`config.mk`:
```
export PLATFORM = sky130hd
export DESIGN_NAME = indirect_reg_port
export DESIGN_NICKNAME = d
export VERILOG_FILES = /design/src/rtl/indirect_reg_port.sv
export SDC_FILE = /design/constraint.sdc
export NUM_CORES = 1
export LEC_CHECK = 0
export BUFFER_PORTS_ARGS = -buffer_cell sky130_fd_sc_hd__buf_2
export CAP_MARGIN = 10
export CELL_PAD_IN_SITES_DETAIL_PLACEMENT = 2
export CELL_PAD_IN_SITES_GLOBAL_PLACEMENT = 2
export CORE_MARGIN = 2
export CORE_UTILIZATION = 53
export CTS_BUF_LIST = sky130_fd_sc_hd__clkbuf_4
export DETAILED_ROUTE_END_ITERATION = 8
export GPL_TIMING_DRIVEN = 0
export PLACE_DENSITY_LB_ADDON = 0.1
export SLEW_MARGIN = 15
export SYNTH_ARGS = -nofsm -noshare
export SYNTH_HDL_FRONTEND = slang
export SYNTH_SLANG_ARGS = --single-unit
export TNS_END_PERCENT = 100
```
`constraint.sdc`:
```
create_clock -name clk -period 3.5 [get_ports clk]
set_input_delay 0.175 -clock clk [delete_from_list [all_inputs] [get_ports clk]]
set_output_delay 0.175 -clock clk [all_outputs]
set_load 0.1 [all_outputs]
```
`src/rtl/indirect_reg_port.sv`:
```
module indirect_reg_port #(
  parameter int IDX_W    = 6,
  parameter int BUSY_CYC = 2
) (
  input  logic       clk,
  input  logic       rst_n,
  input  logic       acc_en,
  input  logic       acc_we,
  input  logic [1:0] acc_addr,
  input  logic [7:0] acc_wdata,
  output logic [7:0] acc_rdata,
  output logic       pin_mode
);
  localparam int DEPTH = 1 << IDX_W;
  localparam int CNT_W = $clog2(BUSY_CYC + 2);
  localparam logic [1:0] OFS_CTRL = 2'd0;
  localparam logic [1:0] OFS_GAP  = 2'd1;
  localparam logic [1:0] OFS_LO   = 2'd2;
  localparam logic [1:0] OFS_HI   = 2'd3;

  logic [15:0]      bank [DEPTH];
  logic [IDX_W-1:0] idx;
  logic             sel;
  logic [7:0]       lo_stage;
  logic [CNT_W-1:0] cnt;
  logic             pend_v;
  logic [IDX_W-1:0] pend_idx;
  logic [15:0]      pend_word;

  logic wr_ctrl, wr_lo, wr_hi, rdy, commit_now, commit_pend, commit;
  logic [IDX_W-1:0] cm_idx;
  logic [15:0]      cm_word;
  logic [5:0]       idx_field;

  assign wr_ctrl     = acc_en && acc_we && acc_addr == OFS_CTRL;
  assign wr_lo       = acc_en && acc_we && acc_addr == OFS_LO;
  assign wr_hi       = acc_en && acc_we && acc_addr == OFS_HI;
  assign rdy         = cnt == '0 && !pend_v;
  assign commit_now  = wr_hi && rdy;
  assign commit_pend = pend_v && cnt == '0;
  assign commit      = commit_now || commit_pend;
  assign cm_idx      = commit_pend ? pend_idx  : idx;
  assign cm_word     = commit_pend ? pend_word : {acc_wdata, lo_stage};
  assign idx_field   = 6'(idx);
  assign pin_mode    = sel;

  always_ff @(posedge clk) begin
    if (!rst_n) begin
      idx <= '0;
      sel <= 1'b0;
    end else if (wr_ctrl) begin
      idx <= acc_wdata[IDX_W-1:0];
      sel <= acc_wdata[6];
    end
  end

  always_ff @(posedge clk)
    if (wr_lo) lo_stage <= acc_wdata;

  always_ff @(posedge clk) begin
    if (!rst_n)        cnt <= CNT_W'(BUSY_CYC);
    else if (commit)   cnt <= CNT_W'(BUSY_CYC);
    else if (cnt != 0) cnt <= cnt - 1'b1;
  end

  always_ff @(posedge clk) begin
    if (!rst_n) begin
      pend_v <= 1'b0;
    end else begin
      if (commit_pend) pend_v <= 1'b0;
      if (wr_hi && !rdy) begin
        pend_v    <= 1'b1;
        pend_idx  <= idx;
        pend_word <= {acc_wdata, lo_stage};
      end
    end
  end

  always_ff @(posedge clk)
    if (commit) bank[cm_idx] <= cm_word;

  always_comb begin
    unique case (acc_addr)
      OFS_CTRL: acc_rdata = {rdy, sel, idx_field};
      OFS_GAP:  acc_rdata = 8'h00;
      OFS_LO:   acc_rdata = bank[idx][7:0];
      default:  acc_rdata = bank[idx][15:8];
    endcase
  end
endmodule


```
==> key figures, run 1 <==
Logic synthesis
  – Yosys top cell area share: ~77%
  – Synthesized area: 41300 um^2
  – Mux contribution to synthesized area: ~17%
  – Post-synthesis compound-gate area fraction: approximately 1.7%
  – Top cells by count, synth: 1054 x edfxtp_1, 250 x mux4_2, 101 x nand2_1
  – Post-synthesis xor/xnor area fraction: less than 1%
  – Adder-cell share of the synthesized area: less than 1%
  – Synth warnings: 0
  – EDFF count, synth: about 1100
  – Simple-gate share of the synthesized area: between 2 and 3%
  – Cell taking the most area after synthesis: edfxtp_1
  – Largest cells by area after synthesis: edfxtp_1 77%, mux4_2 14%, mux2i_1 2.2%, nand2_1 0.92%, dfxtp_1 0.77%
  – Syn Inst Count: 1888
  – Post-synthesis net count: 1903
  – Post-synthesis sequential area ratio: just under 80%
  – Count of cell types in the netlist: around 50
  – Asr flop ratio synth: 0%
  – Most common cell in the netlist: edfxtp_1
  – Combinational family with the most area after synthesis: multiplexers
  – Mean Syn Cell Area: 21.9 um^2
  – Synth Flop Type: edfxtp_1
  – Synth Register Bits: around 1100

Floorplanning
  – # rows: a little over 100
  – Die X: 283 um
  – Number of I/O pins: 23
  – Initial core utilization: 53.5%
  – Die height: 283 um

Placement
  – Dpl hpwl: 98.7 mm
  – Routability Congestion: between 0.8 and 0.9
  – PortBufs: 22

Outcome
  – Status: did not finish
  – First Err: [ERROR DPL-0033] detailed placement checks failed during check placement.
  – Failed at: detailed placement
==> cells by family after synthesis <==
logic type / count (synthesis)
flops: 1070
mux: 374
simple gates: 243
buf+inv: 100
compound gates: 98
fa+ha+maj: 2
xor+xnor: 1
==> per-stage QoR <==
stage	std cells	instance area [um^2]	setup slack [ns]	setup TNS (ns)
2_1_floorplan	1888	41300	0.110	0
3_3_place_gp	2950	42800	-1.22	-829.07
==> run 2, diff against run 1 <==
CELL_PAD_IN_SITES_DETAIL_PLACEMENT = not set   (was 2)
CELL_PAD_IN_SITES_GLOBAL_PLACEMENT = not set   (was 2)
CORE_UTILIZATION = 40   (was 53)
CTS_BUF_LIST = not set   (was sky130_fd_sc_hd__clkbuf_4)
PLACE_DENSITY_LB_ADDON = 0.15   (was 0.1)
==> key figures, run 2 <==
Outcome
  – Status: finished, violations left
  – Failing checks: setup timing

Routing
  – ANT nets after route: 0
  – Routed WL per cell: between 30 and 40 um
  – 1st-iter DRT viols: 3222
  – Via total after detailed routing: between 20000 and 25000
  – Residual DRC: 0
  – Total wire length: 132 mm
  – First-pass DRT Iterations: 6
  – Vias per cell: 6.03

Logic synthesis
  – Synth warnings: 0
  – Asr flop ratio synth: 0%
  – Cell taking the most area after synthesis: edfxtp_1
  – Count of cell types in the netlist: 51
  – Synth Register Bits: 1070
  – Synthesized area: 41300 um^2
  – Largest cells by area after synthesis: edfxtp_1 77%, mux4_2 14%, mux2i_1 2.2%, nand2_1 0.92%, dfxtp_1 0.77%
  – Post-synthesis net count: 1903
  – Syn Inst Count: 1888
  – Mean Syn Cell Area: 21.9 um^2
  – Synth Flop Type: edfxtp_1
  – EDFF count, synth: 1054
  – Top cells by count, synth: 1054 x edfxtp_1, 250 x mux4_2, 101 x nand2_1
  – Yosys top cell area share: between 70% and 80%
  – Post-synthesis sequential area ratio: approximately 77%
  – Most common cell in the netlist: edfxtp_1

Setup path
  – Cell chain of the critical path: buf_12, buf_16, buf_16, buf_12, mux4_2, mux4_2, mux2i_4, nor2_1, or4_4, buf_12
  – CP peak stage delay: 0.55 ns
  – Critical Path Sink Type: output port
  – CP most frequent cell: buf_12
  – Crit Path Max Fanout: 7
  – Path type of the worst setup path: reg2out
  – Reg-to-Reg Start: cnt[0]
  – Delay-heaviest family, CP: multiplexers
  – Critical Path RT: 3.32 ns
  – Slowest cell on crit path: mux4_2
  – CP Launch Type: register
  – Worst Path Buf+Inv: 5
  – Crit path DAT: 3.63 ns

Clock tree
  – Root Driver: clkbuf_16
  – Clk pin slew, worst setup/hold paths: 0.06 ns
  – Clock Path Buffers: 3
  – Sink Count: 1070
  – H-tree levels: 3
  – Clock Latency Late Sink: 0.70 ns
  – CTS tree: built
  – Total CTS buffers: 108

Flow run
  – Maximum capacitance violations: 0

Floorplanning
  – Initial core utilization: 40.5%
  – Number of I/O pins: 23
  – Die X: 325 um
  – Die area: 106000 um^2
  – Die height: 325 um
  – Core Region: 102000 um^2
  – # rows: 117

GRT
  – Gr ovfl total: 0
  – Vias in the first global route: 21255
  – Initial antenna violation count: 2
  – Largest net degree at the start of global routing: 65
  – First-pass GRT wire length: about 180 mm
  – Gr usage total: 24.8%

STA
  – RSZ-0062 raised after global routing: yes
  – Final worst path period need: between 3 and 4 ns
  – Hold Vio Cnt, Final: 0
  – Slew @ Worst Pin: 1.20 ns
  – WHS: 0.0840 ns
  – Pins Over Slew Limit: 0
  – Peak Freq: ~0.26 GHz
  – Clock Skews: 0.0434 ns
  – Final worst path period share: 109%
  – Final-report setup violation count: 34
  – Worst Slack Setup Final: -0.303 ns
  – Setup tns final: -2.36 ns
  – Slew headroom: 19.7%

Cells and area
  – Largest Register: bank
  – Top Registers: bank (1024), pend_word (16), lo_stage (8)
  – Layout cells sized above 1: 36.7%
  – Max reg flops: 1024
  – NumNets Final: between 2000 and 2500
  – Ant diodes: 0
  – Syn-to-layout area delta: 22.4%
  – Most common cell after layout, fill and taps aside: edfxtp_1
  – Fillers: 8206
  – Highest-count cells in the layout ignoring fill and taps: 1054 x edfxtp_1, 253 x mux4_2, 113 x clkbuf_16
  – Fin util: 49.5%

Pwr
  – Power Density: 521 nW/um^2
  – Leakage dissipation: between 15 and 20 nW
  – Maximum vdd drop: between 0.4 and 0.5 mV
  – Total power: 0.0264 W

Placement
  – Pre-CTS worst setup slack: -1.63 ns
  – Routability Congestion: 0.939
  – PortBufs: 22
  – Dpl hpwl: 80.8 mm

Min path
  – HP Class: in2reg
  – Hold_sp: acc_addr[1]
[run 2: layer usage]
metal / vias up / share of wire, % / global-route usage (%) / wire length [um]
met2: 1221 / 46 / 37.6 / 60100
met3: 243 / 9.3 / 5.26 / 12200
li1: 8475 / - / - / -
met5: - / 0.0099 / 0 / 13
met1: 11757 / 41 / 35.4 / 54100
met4: 2 / 4.0 / 9.63 / 5330
[run 2: path summary, 6_finish.rpt]
check	end	slack (ns)	cells after the start
hold / removal	lo_stage[4]	0.08	2
setup / recovery	acc_rdata[5]	-0.30	10
setup reg to reg	bank[59][0]	-0.02	10
hold reg to reg	pend_word[2]	0.46	0
[run 2: cells by family (layout without fill, tap and decap cells)]
| logic type | Yosys count | count (layout) | synth area share, % |
|---|---|---|---|
| compound gates | 98 | 98 | 1.69 |
| xor+xnor | 1 | 1 | 0.0212 |
| fa+ha+maj | 2 | 2 | 0.0545 |
| buf+inv | 100 | 440 | 1.39 |
| flops | 1070 | 1070 | 77.3 |
| mux | 374 | 374 | 16.9 |
| simple gates | 243 | 243 | 2.57 |
[run 2: repair_timing]
item | in CTS | in global routing
pin swaps | 38 | 37
hold buffers | 10 | 0
cloned | 7 | 0
endpoints found under the setup margin | 374 | 672
gates resized for setup | 414 | 51
buffers inserted | 61 | 23
endpoints found under the hold margin | 39 | 0
[run 2: layout make-up]
| cell class | count | area, um^2 | area share (%) |
|---|---|---|---|
| Clock inverter | 64 | 494 | 0.977 |
| Clock buffer | 130 | 2850 | 5.63 |
| Tap cell | 1368 | 1710 | 3.38 |
| Buffer | 93 | 1520 | 3.01 |
| Timing Repair Buffer | 148 | 2010 | 3.97 |
| Sequential cell | 1070 | 32000 | 63.2 |
| Inverter | 5 | 23.8 | 0.0470 |
| Multi-Input combinational cell | 718 | 10000 | 19.8 |
[run 2: power by group]
part / internal (W) / switching, W / leakage (nW)
combinational: 0.000376 / 0.000759 / 4.17
clock: 0.00627 / 0.00483 / 1.63
sequential: 0.0141 / 0.0000191 / 9.61
[run 2: stage by stage]
stage / cell area [um^2] / std cells
floorplan: 41300 / 1888
global placement: 43200 / 3278
detailed placement: 44000 / 3306
CTS: 50000 / 3576
global route: 50600 / 3596
finish: 50600 / 3596
[run 2: worst register-to-register path, delay by kind of cell (launching register included)]
| family | cells | cell delay [ns] |
|---|---|---|
| and+or+nand+nor | 4 | 1.66 |
| buffers and inverters | 4 | 0.86 |
| DFF | 1 | 0.34 |
| adders and majority gates | 1 | 0.18 |
| AOI/OAI and AO/OA | 1 | 0.17 |
Note: power is estimated with default switching activity, not from simulation.
==> run 3, diff against run 2 <==
--- a/config.mk
+++ b/config.mk
@@ -11,2 +11,3 @@
 export CORE_UTILIZATION = 40
+export CTS_CLUSTER_DIAMETER = 80
 export DETAILED_ROUTE_END_ITERATION = 8
--- a/constraint.sdc
+++ b/constraint.sdc
@@ -3,2 +3,2 @@
 set_output_delay 0.175 -clock clk [all_outputs]
-set_load 0.1 [all_outputs]
+set_load 0.02 [all_outputs]
==> key figures, run 3 (synthesis gave the netlist of run 2 again) <==
Cells and area
  – Syn-to-layout area delta: 22.6%
  – Highest-count cells in the layout ignoring fill and taps: 1054 x edfxtp_1, 253 x mux4_2, 114 x clkbuf_16
  – Max reg flops: 1024
  – Most common cell after layout, fill and taps aside: edfxtp_1
  – Top Registers: bank (1024), pend_word (16), lo_stage (8)
  – Largest Register: bank
  – NumNets Final: 2180
  – Fin util: 49.6%
  – Fillers: 8208
  – Layout cells sized above 1: between 30% and 40%

Placement
  – Dpl hpwl: 80.8 mm
  – PortBufs: 22
  – Routability Congestion: 0.939

Setup path
  – R2R Path End: bank[50][2]
  – R2r setup slk: 0.04 ns
  – CP most frequent cell: buf_4
  – Critical Path Sink Type: output port
  – Critical Path RT: around 3.3 ns
  – Crit Path Max Fanout: 3
  – Path type of the worst setup path: reg2out
  – Delay-heaviest family, CP: compound AO/OA/AOI/OAI gates
  – CP Launch Type: register
  – Crit path DAT: ~3.6 ns
  – Cell chain of the critical path: buf_12, buf_16, buf_4, buf_4, mux4_2, a2bb2oi_1, a221oi_1, a2111oi_0, or4_4, buf_6
  – Reg-to-Reg Start: cnt[0]
  – Slowest cell on crit path: or4_4
  – Worst Path Buf+Inv: 5
  – Worst R2R Path Depth: 8
  – CP peak stage delay: 0.66 ns

GRT
  – Largest net degree at the start of global routing: 65
  – Gr ovfl total: 0
  – Vias in the first global route: around 21000
  – First-pass GRT wire length: 179 mm
  – Most Crowded Layer GR: met2
  – Gr usage total: between 20% and 30%
  – GRT met3 Usage: 5.02%
  – Routing usage on met2: between 30% and 40%
  – Initial antenna violation count: 1
  – Met1 Track Usage GR: 35.3%

STA
  – Final worst path period need: 3.77 ns
  – RSZ-0062 raised after global routing: yes
  – Final worst path period share: 108%
  – Clock Skews: 0.0382 ns
  – WHS: 0.0824 ns
  – Slew @ Worst Pin: 1.11 ns
  – Slew headroom: 25.4%
  – Worst Slack Setup Final: -0.266 ns
  – Pins Over Slew Limit: 0
  – Hold Vio Cnt, Final: 0
  – Peak Freq: 0.266 GHz
  – Final-report setup violation count: 8

Routing
  – ANT nets after route: 0
  – Residual DRC: 0
  – Vias per cell: around 6
  – Routed WL per cell: 36.4 um
  – 1st-iter DRT viols: 3084
  – First-pass DRT Iterations: 6
  – Total wire length: 132 mm
  – Via total after detailed routing: 21795

Floorplanning
  – Core Region: 102000 um^2
  – Die area: around 110000 um^2
  – Number of I/O pins: 23
  – # rows: 117
  – Die height: 325 um
  – Initial core utilization: about 40%
  – Die X: 325 um

Flow run
  – Maximum capacitance violations: 0

Clock tree
  – Clock Path Buffers: 3
  – Root Driver: clkbuf_16
  – Clock Latency Late Sink: roughly 0.69 ns
  – Sink Count: 1070
  – Total CTS buffers: 108
  – H-tree levels: 3
  – Clk pin slew, worst setup/hold paths: 0.06 ns
  – CTS tree: built

Outcome
  – Status: finished, violations left
  – Failing checks: setup timing

Min path
  – Hold_sp: acc_addr[1]
  – HP Class: in2reg
  – Hold Path Depth: 4
  – WHS Endpoint: idx[5]

Pwr
  – Power Density: 519 nW/um^2
  – Total power: roughly 0.026 W
  – Maximum vdd drop: 0.411 mV
  – Leakage dissipation: 15.5 nW
-- run 3: changes by cell type in the layout (fill, tap and decap cells not counted), moves of 3 or more --
cell	delta
buf_12	-7
mux2i_2	-3
buf_4	+21
buf_6	+6
a32oi_2	+3
mux2i_4	+3
-- run 3: worst max-delay path by stage --
| stage | startpoint | to | slack, ns | depth (start not counted) |
|---|---|---|---|---|
| floorplan | cnt[0] | bank[17][0] | 0.76 | 9 |
| global placement | register | acc_rdata[7] | -1.53 | 11 |
| detailed placement | register | acc_rdata[1] | -1.49 | 10 |
| CTS | register | acc_rdata[5] | -0.24 | 9 |
| global route | register | acc_rdata[0] | -0.29 | 15 |
| finish | register | acc_rdata[3] | -0.27 | 10 |
-- run 3: cell type report --
| type | instances | area [um^2] | area share [%] |
|---|---|---|---|
| Timing Repair Buffer | 168 | 2110 | 4.16 |
| Clock buffer | 130 | 2850 | 5.62 |
| Buffer | 94 | 1520 | 3.00 |
| Inverter | 5 | 23.8 | 0.0469 |
| Multi-Input combinational cell | 718 | 9990 | 19.7 |
| Clock inverter | 64 | 494 | 0.975 |
| Sequential cell | 1070 | 32000 | 63.1 |
| Tap cell | 1368 | 1710 | 3.38 |
| Antenna cell | 1 | 2.50 | 0.00494 |
-- run 3: worst register-to-register path: stages (launching register included) --
cell and delay (ns):
dfxtp_1 0.32, inv_1 0.05, ha_1 0.13, clkbuf_1 0.30, nand2_1 0.34, mux2i_1 0.30, nor2b_1 0.44, nand2_2 0.45
nor2_4 0.74
-- run 3: per-stage QoR --
step	setup WS [ns]	area [um^2]	cells	setup TNS (ns)
floorplan	0.763	41300	1888	0
global placement	-1.53	43200	3278	-659.40
detailed placement	-1.49	44000	3306	-50.61
CTS	-0.244	50000	3589	-3.65
global route	-0.291	50700	3618	-2.84
finish	-0.266	50700	3618	-1.90
-- run 3: per-layer routing --
metal / vias to the layer above / wire [um] / part of all wire (%)
li1: 8509 / - / -
met1: 11865 / 53900 / 41
met2: 1176 / 59700 / 45
met3: 245 / 12500 / 9.5
met4: 0 / 5720 / 4.3
met5: - / 0 / 0
-- run 3: what timing repair did --
item	CTS	global route
setup buffers	74	29
endpoints found under the hold margin	39	0
pin swaps	41	34
gates cloned	6	0
resized for setup	398	48
endpoints found under the setup margin	374	681
hold buffers	10	0
-- run 3: report_power, final --
| part | leakage, nW | total, W | switching, W | internal, W |
|---|---|---|---|---|
| Combinational | 4.25 | 0.00107 | 0.000700 | 0.000365 |
| Sequential | 9.61 | 0.0141 | 0.0000189 | 0.0141 |
| Clock | 1.63 | 0.0111 | 0.00482 | 0.00627 |
